[config.mk]
export PLATFORM = sky130hd
export DESIGN_NAME = pc_split_counter
export DESIGN_NICKNAME = d
export VERILOG_FILES = /design/src/rtl/pc_split_pkg.sv /design/src/rtl/pc_byte_reg.sv /design/src/rtl/pc_carry_sync.sv /design/src/rtl/pc_port_out.sv /design/src/rtl/pc_split_counter.sv
export SDC_FILE = /design/constraint.sdc
export NUM_CORES = 1
export LEC_CHECK = 0
export BUFFER_PORTS_ARGS = -buffer_cell sky130_fd_sc_hd__buf_2
export CAP_MARGIN = 20
export CORE_ASPECT_RATIO = 1.75
export CORE_UTILIZATION = 57
export DETAILED_ROUTE_END_ITERATION = 8
export PLACE_DENSITY = 0.84
export SYNTH_ARGS = -nofsm -noshare
export SYNTH_HDL_FRONTEND = slang
export SYNTH_HIERARCHICAL = 1
export SYNTH_SLANG_ARGS = --single-unit
[constraint.sdc]
create_clock -name clk -period 4.32 [get_ports clk]
set_input_delay 0.864 -clock clk [delete_from_list [all_inputs] [get_ports clk]]
set_output_delay 0.864 -clock clk [all_outputs]
set_load 0.05 [all_outputs]
[src/rtl/pc_split_pkg.sv]
package pc_split_pkg;

  // One byte's gate command, MSB first: front oe, front we, back oe, back we.
  typedef struct packed {
    logic fr_oe_n;
    logic fr_we_n;
    logic bk_oe_n;
    logic bk_we_n;
  } gate_cmd_t;

  // Both back-port enables are asserted (the byte may step).
  function automatic logic back_step(input gate_cmd_t c);
    return !c.bk_oe_n && !c.bk_we_n;
  endfunction

endpackage

[src/rtl/pc_byte_reg.sv]
module pc_byte_reg #(
  parameter int W = 8
) (
  input  logic         clk,
  input  logic         rst,
  input  logic         load_n,
  input  logic         step,
  input  logic [W-1:0] din,
  output logic [W-1:0] q
);

  localparam logic [W-1:0] ONE = W'(1);

  // A front-port load wins over a step in the same cycle.
  always_ff @(posedge clk) begin
    if (rst)
      q <= '0;
    else if (!load_n)
      q <= din;
    else if (step)
      q <= q + ONE;
  end

endmodule

[src/rtl/pc_carry_sync.sv]
module pc_carry_sync (
  input  logic clk,
  input  logic rst,
  input  logic carry,
  output logic req_n
);

  // The carry becomes a request that lasts exactly one cycle.
  always_ff @(posedge clk) begin
    if (rst)
      req_n <= 1'b1;
    else
      req_n <= ~carry;
  end

endmodule

[src/rtl/pc_port_out.sv]
module pc_port_out
  import pc_split_pkg::*;
#(
  parameter int W = 8
) (
  input  logic           clk,
  input  logic           rst,
  input  gate_cmd_t      lo_c,
  input  gate_cmd_t      hi_c,
  input  logic [W-1:0]   lo_q,
  input  logic [W-1:0]   hi_q,
  output logic [W-1:0]   dout,
  output logic           den,
  output logic [2*W-1:0] addr
);

  localparam int NB = 2;

  gate_cmd_t    cmd_a [NB];
  logic [W-1:0] val_a [NB];

  assign cmd_a[0] = lo_c;
  assign cmd_a[1] = hi_c;
  assign val_a[0] = lo_q;
  assign val_a[1] = hi_q;

  // One registered address half per byte.
  for (genvar b = 0; b < NB; b++) begin : g_half
    logic [W-1:0] half_r;

    always_ff @(posedge clk) begin
      if (rst)
        half_r <= '0;
      else if (!cmd_a[b].bk_oe_n)
        half_r <= val_a[b];
    end

    assign addr[b*W +: W] = half_r;
  end

  // Front port: the low byte has priority over the high byte.
  always_ff @(posedge clk) begin
    if (rst) begin
      den  <= 1'b0;
      dout <= '0;
    end else begin
      den <= !lo_c.fr_oe_n || !hi_c.fr_oe_n;
      if (!lo_c.fr_oe_n)
        dout <= lo_q;
      else if (!hi_c.fr_oe_n)
        dout <= hi_q;
      else
        dout <= '0;
    end
  end

endmodule

[src/rtl/pc_split_counter.sv]
module pc_split_counter
  import pc_split_pkg::*;
#(
  parameter int W = 8
) (
  input  logic           clk,
  input  logic           rst,
  input  logic [3:0]     lo_cmd,
  input  logic [3:0]     hi_cmd,
  input  logic           inc_n,
  input  logic [W-1:0]   data_i,
  output logic [W-1:0]   data_o,
  output logic           data_en,
  output logic [2*W-1:0] addr_o,
  output logic           page_carry_n
);

  gate_cmd_t    lo_c, hi_c;
  logic         lo_step, hi_step, lo_wrap;
  logic [W-1:0] lo_q, hi_q;

  assign lo_c = gate_cmd_t'(lo_cmd);
  assign hi_c = gate_cmd_t'(hi_cmd);

  // The low byte is locked out while a page carry is pending.
  assign lo_step = !inc_n && back_step(lo_c) && page_carry_n;
  assign hi_step = !page_carry_n && back_step(hi_c);
  assign lo_wrap = lo_step && lo_c.fr_we_n && (&lo_q);

  pc_byte_reg #(.W(W)) i_lo (
    .clk(clk), .rst(rst), .load_n(lo_c.fr_we_n), .step(lo_step),
    .din(data_i), .q(lo_q)
  );

  pc_byte_reg #(.W(W)) i_hi (
    .clk(clk), .rst(rst), .load_n(hi_c.fr_we_n), .step(hi_step),
    .din(data_i), .q(hi_q)
  );

  pc_carry_sync i_carry (
    .clk(clk), .rst(rst), .carry(lo_wrap), .req_n(page_carry_n)
  );

  pc_port_out #(.W(W)) i_ports (
    .clk(clk), .rst(rst), .lo_c(lo_c), .hi_c(hi_c), .lo_q(lo_q), .hi_q(hi_q),
    .dout(data_o), .den(data_en), .addr(addr_o)
  );

endmodule

# Word level (Yosys, flattened, before mapping)
# Cells that the tools add are included.
word_totals:
  ff_bits: 42
  inputBits: 19
  out_inout_bits: 26
  wordCells: 35
op_classes:
  addsub: 2
  n_eq_ne: 2
  mux: 6
  bitwise_logic: 1
  reduce_logical: 17
op_table:
  columns: ["operator", "n"]
  rows:
  - ["2-to-1 mux 8 bit", 6]
  - ["adder 8 x 1 -> 8 bit (second input constant)", 2]
  - ["zero test 1 bit", 8]
  - ["AND reduction 8 bit", 1]
  - ["logical AND 1 bit", 7]
  - ["!= test 2 x 1 -> 1 bit (second input constant)", 2]
  - ["logical OR 1 bit", 1]
  - ["inverter 1 bit", 1]

# Depth between registers and ports, before layout
depth:
  ltp_word: 7
  depth_mapped: 5

# Modules after synthesis
# The synthesis kept the hierarchy.
modules_own_cells:
  columns: ["mod", "n_inst", "cells_each", "area_each_um2"]
  rows:
  - ["pc_port_out", 1, 88, 999.7]
  - ["pc_byte_reg", 2, 50, 446.7]
  - ["pc_split_counter", 1, 6, 58.8]
  - ["pc_carry_sync", 1, 2, 26.3]

# Worst setup path after synthesis
# No wires, ideal clock.
synth_path:
  path_type: "input port to flip-flop"
  startpoint: "input port lo_cmd[0]"
  endpoint: "register i_lo.q[5]"
  setup_time_ps: 91
  arrival_time_ps: 1965
  setup_slack_ps: 2264
  stages: 5
  n_path_buf: 1
  path_cell_list: "nor4b_4 -> buf_6 -> nand4_2 -> or3_1 -> a311oi_1"
synth_via:
  elab_chain_cells: 5
synth_lines:
  columns: ["element", "line", "source"]
  rows:
  - ["start: declaration", "pc_split_counter.sv:8", "input logic [3:0] lo_cmd,"]
  - ["zero test 1 bit", "pc_split_pkg.sv:13", "return !c.bk_oe_n && !c.bk_we_n;"]
  - ["logical AND 1 bit", "pc_split_pkg.sv:13", null]
  - ["logical AND 1 bit (2 in series)", "pc_split_counter.sv:26", "assign lo_step = !inc_n && back_step(lo_c) && page_carry_n;"]
  - ["!= test 2 x 1 -> 1 bit (no line)", null, null]
  - ["end signal: assignment", "pc_byte_reg.sv:19", "q <= din;"]
  - ["end signal: assignment", "pc_byte_reg.sv:21", "q <= q + ONE;"]
  - ["end: declaration", "pc_byte_reg.sv:9", "output logic [W-1:0] q"]
# Every way passes these cells.
# A chain may end at the register's enable or synchronous reset.

# Worst setup path after layout
layout_path:
  startpoint: "input port hi_cmd[1]"
  endpoint: "register i_hi.q[6]"
layout_via:
  elab_chain_cells: 4
layout_lines:
  columns: ["element", "line", "source"]
  rows:
  - ["start: declaration", "pc_split_counter.sv:9", "input logic [3:0] hi_cmd,"]
  - ["zero test 1 bit", null, null]
  - ["logical AND 1 bit", "pc_split_pkg.sv:13", null]
  - ["logical AND 1 bit", "pc_split_counter.sv:27", "assign hi_step = !page_carry_n && back_step(hi_c);"]
  - ["named net hi_step", "pc_split_counter.sv:19", "logic lo_step, hi_step, lo_wrap;"]
  - ["!= test 2 x 1 -> 1 bit (no line)", null, null]
  - ["end signal: assignment", "pc_byte_reg.sv:19", null]
  - ["end signal: assignment", "pc_byte_reg.sv:21", null]
  - ["end: declaration", "pc_byte_reg.sv:9", null]
# The timed path passes the listed nets, and every way through them passes these cells.

==> out/metrics.cfg <==
[clocking]
insertion_delay_ns=0.29
clockBufferDepth=2
path_clk_slew_ns=0.08
cts_hold_buf=0
cts.htree.levels=2
ctsResizeCount=0
cts_tree=built
cts-buffers-inserted=5
postCtsSetupBuffers=0
clock_sinks=42
root_buffer=clkbuf_8

[logic_synthesis]
syn_avg_cell_area_um2=10.1
synth-async-reset-ratio_pct=0
netlist.top_cell.by_area=dfxtp_1
synth_area_leaders=dfxtp_1, mux2i_1, nor2_1
synth_edf_count=0
syn-num-nets=217
synth_commonest_cells=dfxtp_1, nor2_1, mux2i_1
synth_most_common_cell=dfxtp_1
yosys_register_bits=42
synth_area_mm2=0.00198
synth_top_area_share_pct=42.5
syn_inst=196
ys_warn_count=6
ys_seq_area_share_pct=42.5
synth_top_flop_cell=dfxtp_1
ys_types=33

[sta]
fin_setup_tns_ns=0
period_needed_ns=2.52
fmax_mhz=397
hold_ws_ns=0.493
hold_viol_final=0
relSlewSlack_pct=35.8
setup_viol=0
period_share_pct=58.3
maxSlewViolCount=0
worstMarginPinSlew_ns=0.956
rsz0062_at_grt=no
finClkSkew_ns=0.00769

[final_layout]
fin_util_pct=67.6
nets=254
multiInputGateArea_mm2=0.00103
layout-drive-gt1-share_pct=35.0
area_growth_pct=13.7
design_area_mm2=0.00225
regArea_um2=841
num_antenna_cells=0
fillCellCount=287

[floorplanning]
initial_core_util_pct=59.4
dieArea_mm2=0.00372
core_mm2=0.00333
dieHeight_um=79.9
fp-row-count=28
ios=45
die_w_um=46.5

[worst_setup_path]
cp_max_fo=9
cp_data_required_time_ns=4.52
cp-start-kind=primary input
endpoint_kind=register
criticalPathCategory=in -> reg
critPathArrivalTime_ns=2.72

[detailed_routing]
drt-total-wl_um=3920
drtPass1Iterations=4
final_antenna_net_count=0
routedWlPerCell_um=14.0
routed-via-count=1560
viasPerCell=5.59
drcViolationCount=0
drt_iter0_markers=32

[run]
drv_cap=0

[pwr]
p_per_area_mw_per_mm2=358
power.leakage_nw=0.986
power_uw=805
ir_worst_vdd_v=0.000296

[grt]
antenna_found_initial=0
first_global_vias=1442
overflow=0
grt_max_degree=47
grt_usage_pct=24.8
grt_pass1_wl_um=6700

[run_status]
status=complete, no violations

[place]
dp_hpwl_um=2770
port_buffers=44
placed_cell_area_mm2=0.00216
gp_congestion=0.770

[worst_hold_path]
hp-class=reg -> reg

[cell usage in the layout, fill, tap and decap left out, types with 2 or more instances in the layout]
master      n
a211oi_1   10
a21oi_2     8
a2bb2oi_1   2
a311oi_1    4
and4_1      2
and4b_2     2
buf_2      44
clkbuf_8    6
dfxtp_1    42
ha_1        2
inv_1       2
mux2i_1    18
nand2_1     6
nand2b_2    8
nand3_1     2
nand3b_1    2
nand3b_2    8
nand4_1     2
nand4_2     4
nor2_1     30
o211ai_1    2
o21ai_1     6
or3_1       4
or4_1       2
xnor2_1     2
xor2_1      6
[cells by family after synthesis]
family | share of synthesized area, %
simple gates | 25.8
flops | 42.5
xor+xnor | 3.54
buf+inv | 5.25
fa+ha+maj | 1.26
compound gates | 12.5
mux | 9.11
[per-layer routing]
metal | up-vias | global-route usage (%) | routed length, um
li1 | 774 | - | -
met1 | 731 | 30.3 | 1660
met2 | 44 | 39.2 | 2000
met3 | 11 | 5.88 | 140
met4 | 0 | 11.8 | 113
met5 | - | 0 | 0
[state kept, by name, indices dropped and copies added, names as in the netlist]
register and cells:
i_carry/req_n 1, i_lo/q 8, i_ports/den 1, i_hi/q 8
i_ports/g_half.half_r 16, i_ports/dout 8
[final timing paths]
check / startpoint / to / slack (ns) / cells after the start
setup reg to reg: i_carry/req_n / i_hi/q[6] / 2.27 / 4
setup / recovery: hi_cmd[1] / i_hi/q[6] / 1.80 / 5
hold reg to reg: i_ports/g_half[1].half_r[0] / i_ports/g_half[1].half_r[0] / 0.49 / 2
hold / removal: i_ports/g_half[1].half_r[0] / i_ports/g_half[1].half_r[0] / 0.49 / 2
[cell type report]
type | count | area share [%]
repair buffers | 44 | 9.79
multi-input cells | 138 | 45.9
well taps | 45 | 2.50
inverters | 2 | 0.334
clock buffers | 7 | 3.84
flip-flops and latches | 42 | 37.4
clock inverters | 1 | 0.222
[metrics by stage]
| step | std cells | setup slack, ns |
|---|---|---|
| after floorplan | 196 | 2.26 |
| after global placement | 271 | 1.63 |
| after detailed placement | 271 | 1.53 |
| after CTS | 279 | 1.83 |
| after global routing | 279 | 1.71 |
| final | 279 | 1.80 |
[worst max-delay path, stage by stage]
cell	delay (ns)
buf_2	0.18
nor3_1	0.79
nand2_1	0.23
or3_1	0.39
a311oi_1	0.25
[where the power goes]
part | internal, mW | leakage, nW | switching, mW
Sequential | 0.408 | 0.345 | 0.0267
Combinational | 0.0416 | 0.592 | 0.0776
Clock | 0.129 | 0.0482 | 0.123
No activity file was read; power rests on OpenSTA's default activity.
